### src/rtl/frmseq_pkg.sv
package frmseq_pkg;

    localparam int ADDR_W = 2;
    localparam int ST_W   = 3;
    localparam int MASK_W = 2;

    typedef enum logic [ADDR_W-1:0] {
        REG_CTRL  = 2'd0,
        REG_LIMIT = 2'd1,
        REG_STAT  = 2'd2,
        REG_MASK  = 2'd3
    } reg_sel_e;

    // status bit order is visible at the port and in the clear mask
    typedef struct packed {
        logic err;
        logic last;
        logic frame;
    } stat_t;

    function automatic logic pending(input stat_t s);
        return s.frame | s.last;
    endfunction

    function automatic logic irq_merge(input stat_t s, input logic [MASK_W-1:0] m);
        return (s.frame & m[0]) | (s.last & m[1]);
    endfunction

endpackage

### src/rtl/frmseq_regs.sv
module frmseq_regs
    import frmseq_pkg::*;
#(
    parameter int DATA_W = 16,
    parameter int CNT_W  = 8
) (
    input  logic              clk,
    input  logic              rst,
    input  logic              wr_en_i,
    input  logic [ADDR_W-1:0] wr_addr_i,
    input  logic [DATA_W-1:0] wr_data_i,
    output logic [CNT_W-1:0]  limit_o,
    output logic [MASK_W-1:0] mask_o,
    output logic              arm_req_o,
    output stat_t             clr_o
);
    reg_sel_e sel;
    assign sel = reg_sel_e'(wr_addr_i);

    always_ff @(posedge clk) begin
        if (rst) begin
            limit_o <= '0;
            mask_o  <= '0;
        end else if (wr_en_i) begin
            if (sel == REG_LIMIT) limit_o <= wr_data_i[CNT_W-1:0];
            if (sel == REG_MASK)  mask_o  <= wr_data_i[MASK_W-1:0];
        end
    end

    always_comb begin
        arm_req_o = wr_en_i && (sel == REG_CTRL) && wr_data_i[0];
        clr_o     = '0;
        if (wr_en_i && sel == REG_STAT) clr_o = stat_t'(wr_data_i[ST_W-1:0]);
    end

endmodule

### src/rtl/frmseq_counter.sv
module frmseq_counter #(
    parameter int CNT_W = 8
) (
    input  logic             clk,
    input  logic             rst,
    input  logic             fin_i,
    input  logic [CNT_W-1:0] limit_i,
    output logic [CNT_W-1:0] cnt_o,
    output logic             last_hit_o
);
    logic match;
    assign match      = (cnt_o == limit_i);
    assign last_hit_o = fin_i && match && (limit_i != '0);

    always_ff @(posedge clk) begin
        if (rst)
            cnt_o <= '0;
        else if (fin_i)
            cnt_o <= match ? '0 : cnt_o + 1'b1;
    end

endmodule

### src/rtl/frmseq_core.sv
module frmseq_core
    import frmseq_pkg::*;
(
    input  logic  clk,
    input  logic  rst,
    input  logic  trig_i,
    input  logic  done_i,
    input  logic  arm_req_i,
    input  stat_t clr_i,
    input  logic  last_hit_i,
    output stat_t stat_o,
    output logic  running_o,
    output logic  busy_o,
    output logic  fin_o
);
    logic  overrun, start;
    stat_t stat_d;

    assign overrun = trig_i && running_o && pending(stat_o);
    assign start   = trig_i && running_o && !pending(stat_o) && !busy_o;
    assign fin_o   = done_i && busy_o && !overrun;

    always_comb begin
        stat_d = stat_o & ~clr_i;
        if (fin_o)      stat_d.frame = 1'b1;
        if (last_hit_i) stat_d.last  = 1'b1;
        if (overrun)    stat_d.err   = 1'b1;
    end

    always_ff @(posedge clk) begin
        if (rst) begin
            stat_o    <= '0;
            running_o <= 1'b0;
            busy_o    <= 1'b0;
        end else begin
            stat_o <= stat_d;
            if (overrun)
                running_o <= 1'b0;
            else if (arm_req_i && !stat_o.err)
                running_o <= 1'b1;
            if (overrun || fin_o)
                busy_o <= 1'b0;
            else if (start)
                busy_o <= 1'b1;
        end
    end

endmodule

### src/rtl/frmseq_ctrl.sv
module frmseq_ctrl
    import frmseq_pkg::*;
#(
    parameter int DATA_W = 16,
    parameter int CNT_W  = 8
) (
    input  logic              clk,
    input  logic              rst,
    input  logic              trig_i,
    input  logic              done_i,
    input  logic              wr_en_i,
    input  logic [1:0]        wr_addr_i,
    input  logic [DATA_W-1:0] wr_data_i,
    output logic [2:0]        status_o,
    output logic [CNT_W-1:0]  frame_cnt_o,
    output logic              running_o,
    output logic              busy_o,
    output logic              frame_irq_o,
    output logic              err_irq_o
);
    logic [CNT_W-1:0]  limit_q;
    logic [MASK_W-1:0] mask_q;
    logic              arm_req, fin, last_hit;
    stat_t             clr, stat;

    frmseq_regs #(.DATA_W(DATA_W), .CNT_W(CNT_W)) u_regs (
        .clk(clk), .rst(rst), .wr_en_i(wr_en_i), .wr_addr_i(wr_addr_i),
        .wr_data_i(wr_data_i), .limit_o(limit_q), .mask_o(mask_q),
        .arm_req_o(arm_req), .clr_o(clr)
    );

    frmseq_counter #(.CNT_W(CNT_W)) u_cnt (
        .clk(clk), .rst(rst), .fin_i(fin), .limit_i(limit_q),
        .cnt_o(frame_cnt_o), .last_hit_o(last_hit)
    );

    frmseq_core u_core (
        .clk(clk), .rst(rst), .trig_i(trig_i), .done_i(done_i),
        .arm_req_i(arm_req), .clr_i(clr), .last_hit_i(last_hit),
        .stat_o(stat), .running_o(running_o), .busy_o(busy_o), .fin_o(fin)
    );

    assign status_o    = stat;
    assign frame_irq_o = irq_merge(stat, mask_q);
    assign err_irq_o   = stat.err;

endmodule

### config.mk
export PLATFORM = sky130hd
export DESIGN_NAME = frmseq_ctrl
export DESIGN_NICKNAME = d
export VERILOG_FILES = /design/src/rtl/frmseq_pkg.sv /design/src/rtl/frmseq_regs.sv /design/src/rtl/frmseq_counter.sv /design/src/rtl/frmseq_core.sv /design/src/rtl/frmseq_ctrl.sv
export SDC_FILE = /design/constraint.sdc
export NUM_CORES = 1
export LEC_CHECK = 0
export ABC_AREA = 1
export BUFFER_PORTS_ARGS = -buffer_cell sky130_fd_sc_hd__buf_2
export CAP_MARGIN = 20
export CORE_MARGIN = 2
export CORE_UTILIZATION = 40
export DETAILED_ROUTE_END_ITERATION = 8
export PLACE_DENSITY = 0.72
export SLEW_MARGIN = 20
export SYNTH_ARGS = -nofsm -noshare
export SYNTH_HDL_FRONTEND = slang
export SYNTH_SLANG_ARGS = --single-unit
### constraint.sdc
create_clock -name clk -period 2.5 [get_ports clk]
set_input_delay 0.375 -clock clk [delete_from_list [all_inputs] [get_ports clk]]
set_output_delay 0.375 -clock clk [all_outputs]
set_load 0.05 [all_outputs]
# == Word level (Yosys, flattened, before mapping) ==
# Cells that the tools add are included.
# totals
register_bits,23
output_inout_bits,15
# classes
add_sub_neg,1
n_eq_ne,4
n_mux,5
bitwise,6
n_reduce_logical,23
# op_table
cell,n
$logic_and 1x1->1,12
$add 8x1->8 const B,1
$eq 8x8->1,1
$mux 8,1
$reduce_bool 8->1,1
$eq 2x2->1 const B,2
$logic_not 1->1,4
$reduce_and 2->1,2
$reduce_or 2->1,2
$and 3x3->3,1
$mux 1,3
$mux 3,1
$not 3->3,1
$and 1x1->1,2
$eq 2x1->1 const B,1
$logic_not 2->1,1
$or 1x1->1,2
$logic_or 1x1->1,1

# == Longest topological paths before layout ==
# depth
ltp_word,7
ltp_mapped,9
depth_no_buf,9

# == By module ==
# Synthesis repeated with hierarchy kept, for this count alone.
# hier_totals
hier_cells,193
area_unflattened_um2,1236.2
# modules_own_cells
mod,n_inst,cells_per_inst,area_per_inst_um2,seq_area_each_um2
frmseq_counter,1,85,541.8,160.2
frmseq_regs,1,75,473.0,200.2
frmseq_core,1,29,202.7,100.1
frmseq_ctrl,1,4,18.8,0.0

# == Least setup slack after synthesis ==
# No wires, ideal clock.
# synth_timing
kind,reg2out
start,register u_core.stat_o[0] in the netlist's numbering
end,output port frame_irq_o
arrival_time_ps,1592
setup_slack_ps,533
stages_incl_launch_ff,3
n_path_buf,0
path_cell_list,dfxtp_1 -> inv_1 -> o22ai_1
# synth_via
elab_chain_cells,2
# synth_lines
element,line,rtl
"start, declared",frmseq_core.sv:11,"output stat_t stat_o,"
"start signal, assigned",frmseq_core.sv:36,stat_o <= stat_d;
$and 1x1->1,frmseq_pkg.sv:26,return (s.frame & m[0]) | (s.last & m[1]);
$or 1x1->1,frmseq_pkg.sv:26,
"end, declared",frmseq_ctrl.sv:18,"output logic frame_irq_o,"
# No other way between the ends.

# == Worst setup path in the final report ==
# Same ends and word-level chain as after synthesis.

==> impl_results.rst <==
.. list-table::
   :header-rows: 1

   * - Metric
     - Value
   * - Slew @ Worst Pin
     - between 0.3 and 0.4 ns
   * - Hpwl dp
     - about 1.9 mm
   * - Power density over the cells
     - between 400 and 500 nW/µm²
   * - Max clock buf depth
     - 2
   * - IO Pins
     - 38
   * - Hold Crit Class
     - primary input to register
   * - Synth area leader
     - dfxtp_1
   * - Setup Buffers After CTS
     - 0
   * - Leakage Power
     - 0.000614 µW
   * - Biggest area contributors in the synthesized netlist
     - dfxtp_1 40%, nand2_1 14%, inv_1 7.2%
   * - Placement row count
     - 19
   * - Wire length of the first global-routing pass
     - roughly 4 mm
   * - Starting Density
     - around 42%
   * - Min Tclk post-route
     - roughly 1.6 ns
   * - Overall via count from detail_route
     - approximately 1100
   * - Clock transition at the register clock pins on the worst setup and hold paths after CTS
     - 0.13 ns
   * - Mapped Cells
     - approximately 170
   * - Global placement routability congestion
     - a little under 0.8
   * - CP startpoint kind
     - register
   * - Number of endpoints with negative hold slack in the final report
     - 0
   * - Maximum operating frequency
     - ~0.61 GHz
   * - CTS root buffer
     - clkbuf_4
   * - Post-route setup TNS
     - 0 ns
   * - Max Cap Violations
     - 0
   * - Number of nets at the end of the flow
     - between 200 and 250
   * - Number of buffers inserted during clock tree synthesis
     - 3
   * - Synthesized area divided by synthesized cell count
     - 6.96 µm²
   * - Number of I/O port buffers
     - 29
   * - Largest net degree at the start of global routing
     - 15
   * - Clock latency on the worst-skew pair
     - about 0.32 ns
   * - Worst Setup Path Type
     - register to output port
   * - H-tree depth
     - 1
   * - Number of detailed-routing iterations run before antenna repair
     - 4
   * - Share of layout cells above drive strength 1
     - about a quarter
   * - Filler cells
     - ~280
   * - Chip height
     - ~58 µm
   * - Final global-route overflow total
     - 0
   * - Full die area
     - 3320 µm²
   * - Number of pins exceeding their max-slew limit in the final report
     - 0
   * - Share of synthesized area occupied by flip-flops and latches
     - approximately 40%
   * - Layout overhead on the synthesized area
     - 16.9%
   * - Area of placed instances
     - around 1300 µm²
   * - Clock tree from TritonCTS
     - done
   * - Syn. warnings
     - 0
   * - Iteration-0 DRC count of the detailed router
     - a little under 50
   * - Leading cell types in the layout, fill and taps excluded
     - 42 x nand2_1, 29 x buf_2, 23 x dfxtp_1
   * - Total global-route track usage
     - 16.0%
   * - Startpoint of the worst setup timing path
     - u_core.stat_o[0]$_SDFF_PP0_
   * - Crit path DAT
     - 1.26 ns
   * - Combined area of the multi-input logic cells
     - ~570 µm²
   * - Post-route standard cell area excluding fillers
     - ~1300 µm²
   * - Syn Nets
     - 189
   * - Tcrit/Tclk final
     - between 60% and 70%
   * - Hold path start
     - rst
   * - DR WL/cell
     - ~11 µm
   * - Synth unique cells
     - 25
   * - Max-slew headroom
     - 73.4%
   * - Final worst clock skew
     - ~0.0066 ns
   * - DRC violations left
     - 0
   * - Post-cts hold buffer count
     - 0
   * - Num Clock Sinks
     - 23
   * - Post-synthesis instance area
     - between 1000 and 1500 µm²
   * - Peak supply drop
     - between 0.0004 and 0.0005 V
   * - Count of final setup violators
     - 0
   * - Vias per Instance
     - ~4.8
   * - Result of the run
     - finished clean
   * - Via count of the first global-routing pass
     - 906
   * - Core region area
     - 2730 µm²
   * - Setup crit end kind
     - output port
   * - Post-DRT Antenna Nets
     - 0
   * - Footprint of the flip-flops and latches
     - 460 µm²
   * - Area share of the largest cell type after synthesis
     - 40.1%
   * - Required time reported for the critical path endpoint
     - 2.12 ns
   * - Reg-to-Reg Start
     - u_cnt.cnt_o[0]$_SDFFE_PP0P_
   * - Horizontal extent of the die
     - roughly 58 µm
   * - Most common cell after layout, fill and taps aside
     - nand2_1
   * - Number of gates given a new drive strength after cts
     - 0
   * - Critical path peak fanout
     - 4
   * - Number of antenna violations at the first check in global routing
     - 0
   * - # diodes
     - 0
   * - Wirelength, routed
     - 2.40 mm
   * - Unrepaired setup endpoints after global routing
     - false
   * - Number of storage elements in the synthesis netlist
     - 23
critical path: stages (launching register included):
cell and delay [ns]:
dfxtp_1 0.43, inv_1 0.09, o22ai_1 0.14, buf_2 0.28
sequential cells by signal, summed over array words and instances (netlist names):
signal,flops
u_core.busy_o,1
u_cnt.cnt_o,8
u_regs.limit_o,8
u_core.stat_o,3
u_core.running_o,1
u_regs.mask_o,2
cell type report:
cell class	count	area share, %
clock buffers	3	1.68
clock inverters	1	0.373
inverters	26	7.36
multi-input cells	113	42.6
flip-flops and latches	23	34.3
well taps	31	2.89
repair buffers	29	10.8
synthesized netlist by cell type, drive strengths merged:
cell     n
o22ai    1
buf      3
nand3b   1
inv     25
nand3    8
ha       1
a21oi   16
dfxtp   23
nor2    16
nand4    1
o21ai   14
nor3     5
nand2   44
xor2     3
a31oi    1
clkinv   1
xnor2    2
metrics by stage:
step | total power [µW] | setup WS (ns) | cells | util, % | hold WS, ns
after floorplan | 438 | 0.533 | 165 | - | 0.429
final | 634 | 0.866 | 226 | 49.1 | 0.277
after detailed placement | 463 | 1.08 | 222 | 48.1 | 0.460
after global placement | 462 | 1.10 | 222 | 48.1 | 0.459
after CTS | 643 | 0.855 | 226 | 49.1 | 0.261
after global routing | 668 | 0.764 | 226 | 49.1 | 0.270
where the power goes:
| group | total, µW | switching (µW) | internal (µW) |
|---|---|---|---|
| sequential | 382 | 5.98 | 376 |
| clock | 180 | 120 | 60.0 |
| combinational | 72.1 | 45.1 | 27.0 |
| total | 634 | 171 | 463 |
path summary, 6_finish.rpt:
path	end	slack [ns]	depth (start not counted)
max	frame_irq_o	0.87	3
min	u_core.stat_o[1]$_SDFF_PP0_	0.28	2
max reg2reg	u_cnt.cnt_o[6]$_SDFFE_PP0P_	1.20	6
min reg2reg	u_regs.mask_o[1]$_SDFFE_PP0P_	0.47	2
metal layers:
layer | global-route usage (%) | vias up | routed length, µm | part of all wire, %
met1 | 21.0 | 477 | 1100 | 46
met2 | 25.2 | 32 | 1110 | 46
met5 | 0 | - | 0 | 0
li1 | - | 583 | - | -
met4 | 4.98 | 0 | 29 | 1.2
met3 | 4.76 | 4 | 155 | 6.5
cells by family (layout without fill, tap and decap cells):
logic type | Yosys count | after routing | share of synthesized area, %
xor gates and xnor gates | 5 | 5 | 3.81
buffers and inverters | 29 | 59 | 10.1
adders and majority gates | 1 | 1 | 1.09
AOI/OAI and AO/OA | 32 | 32 | 15.1
DFF | 23 | 23 | 40.1
and+or+nand+nor | 75 | 75 | 29.7
Power figures use the tool's default switching activity.
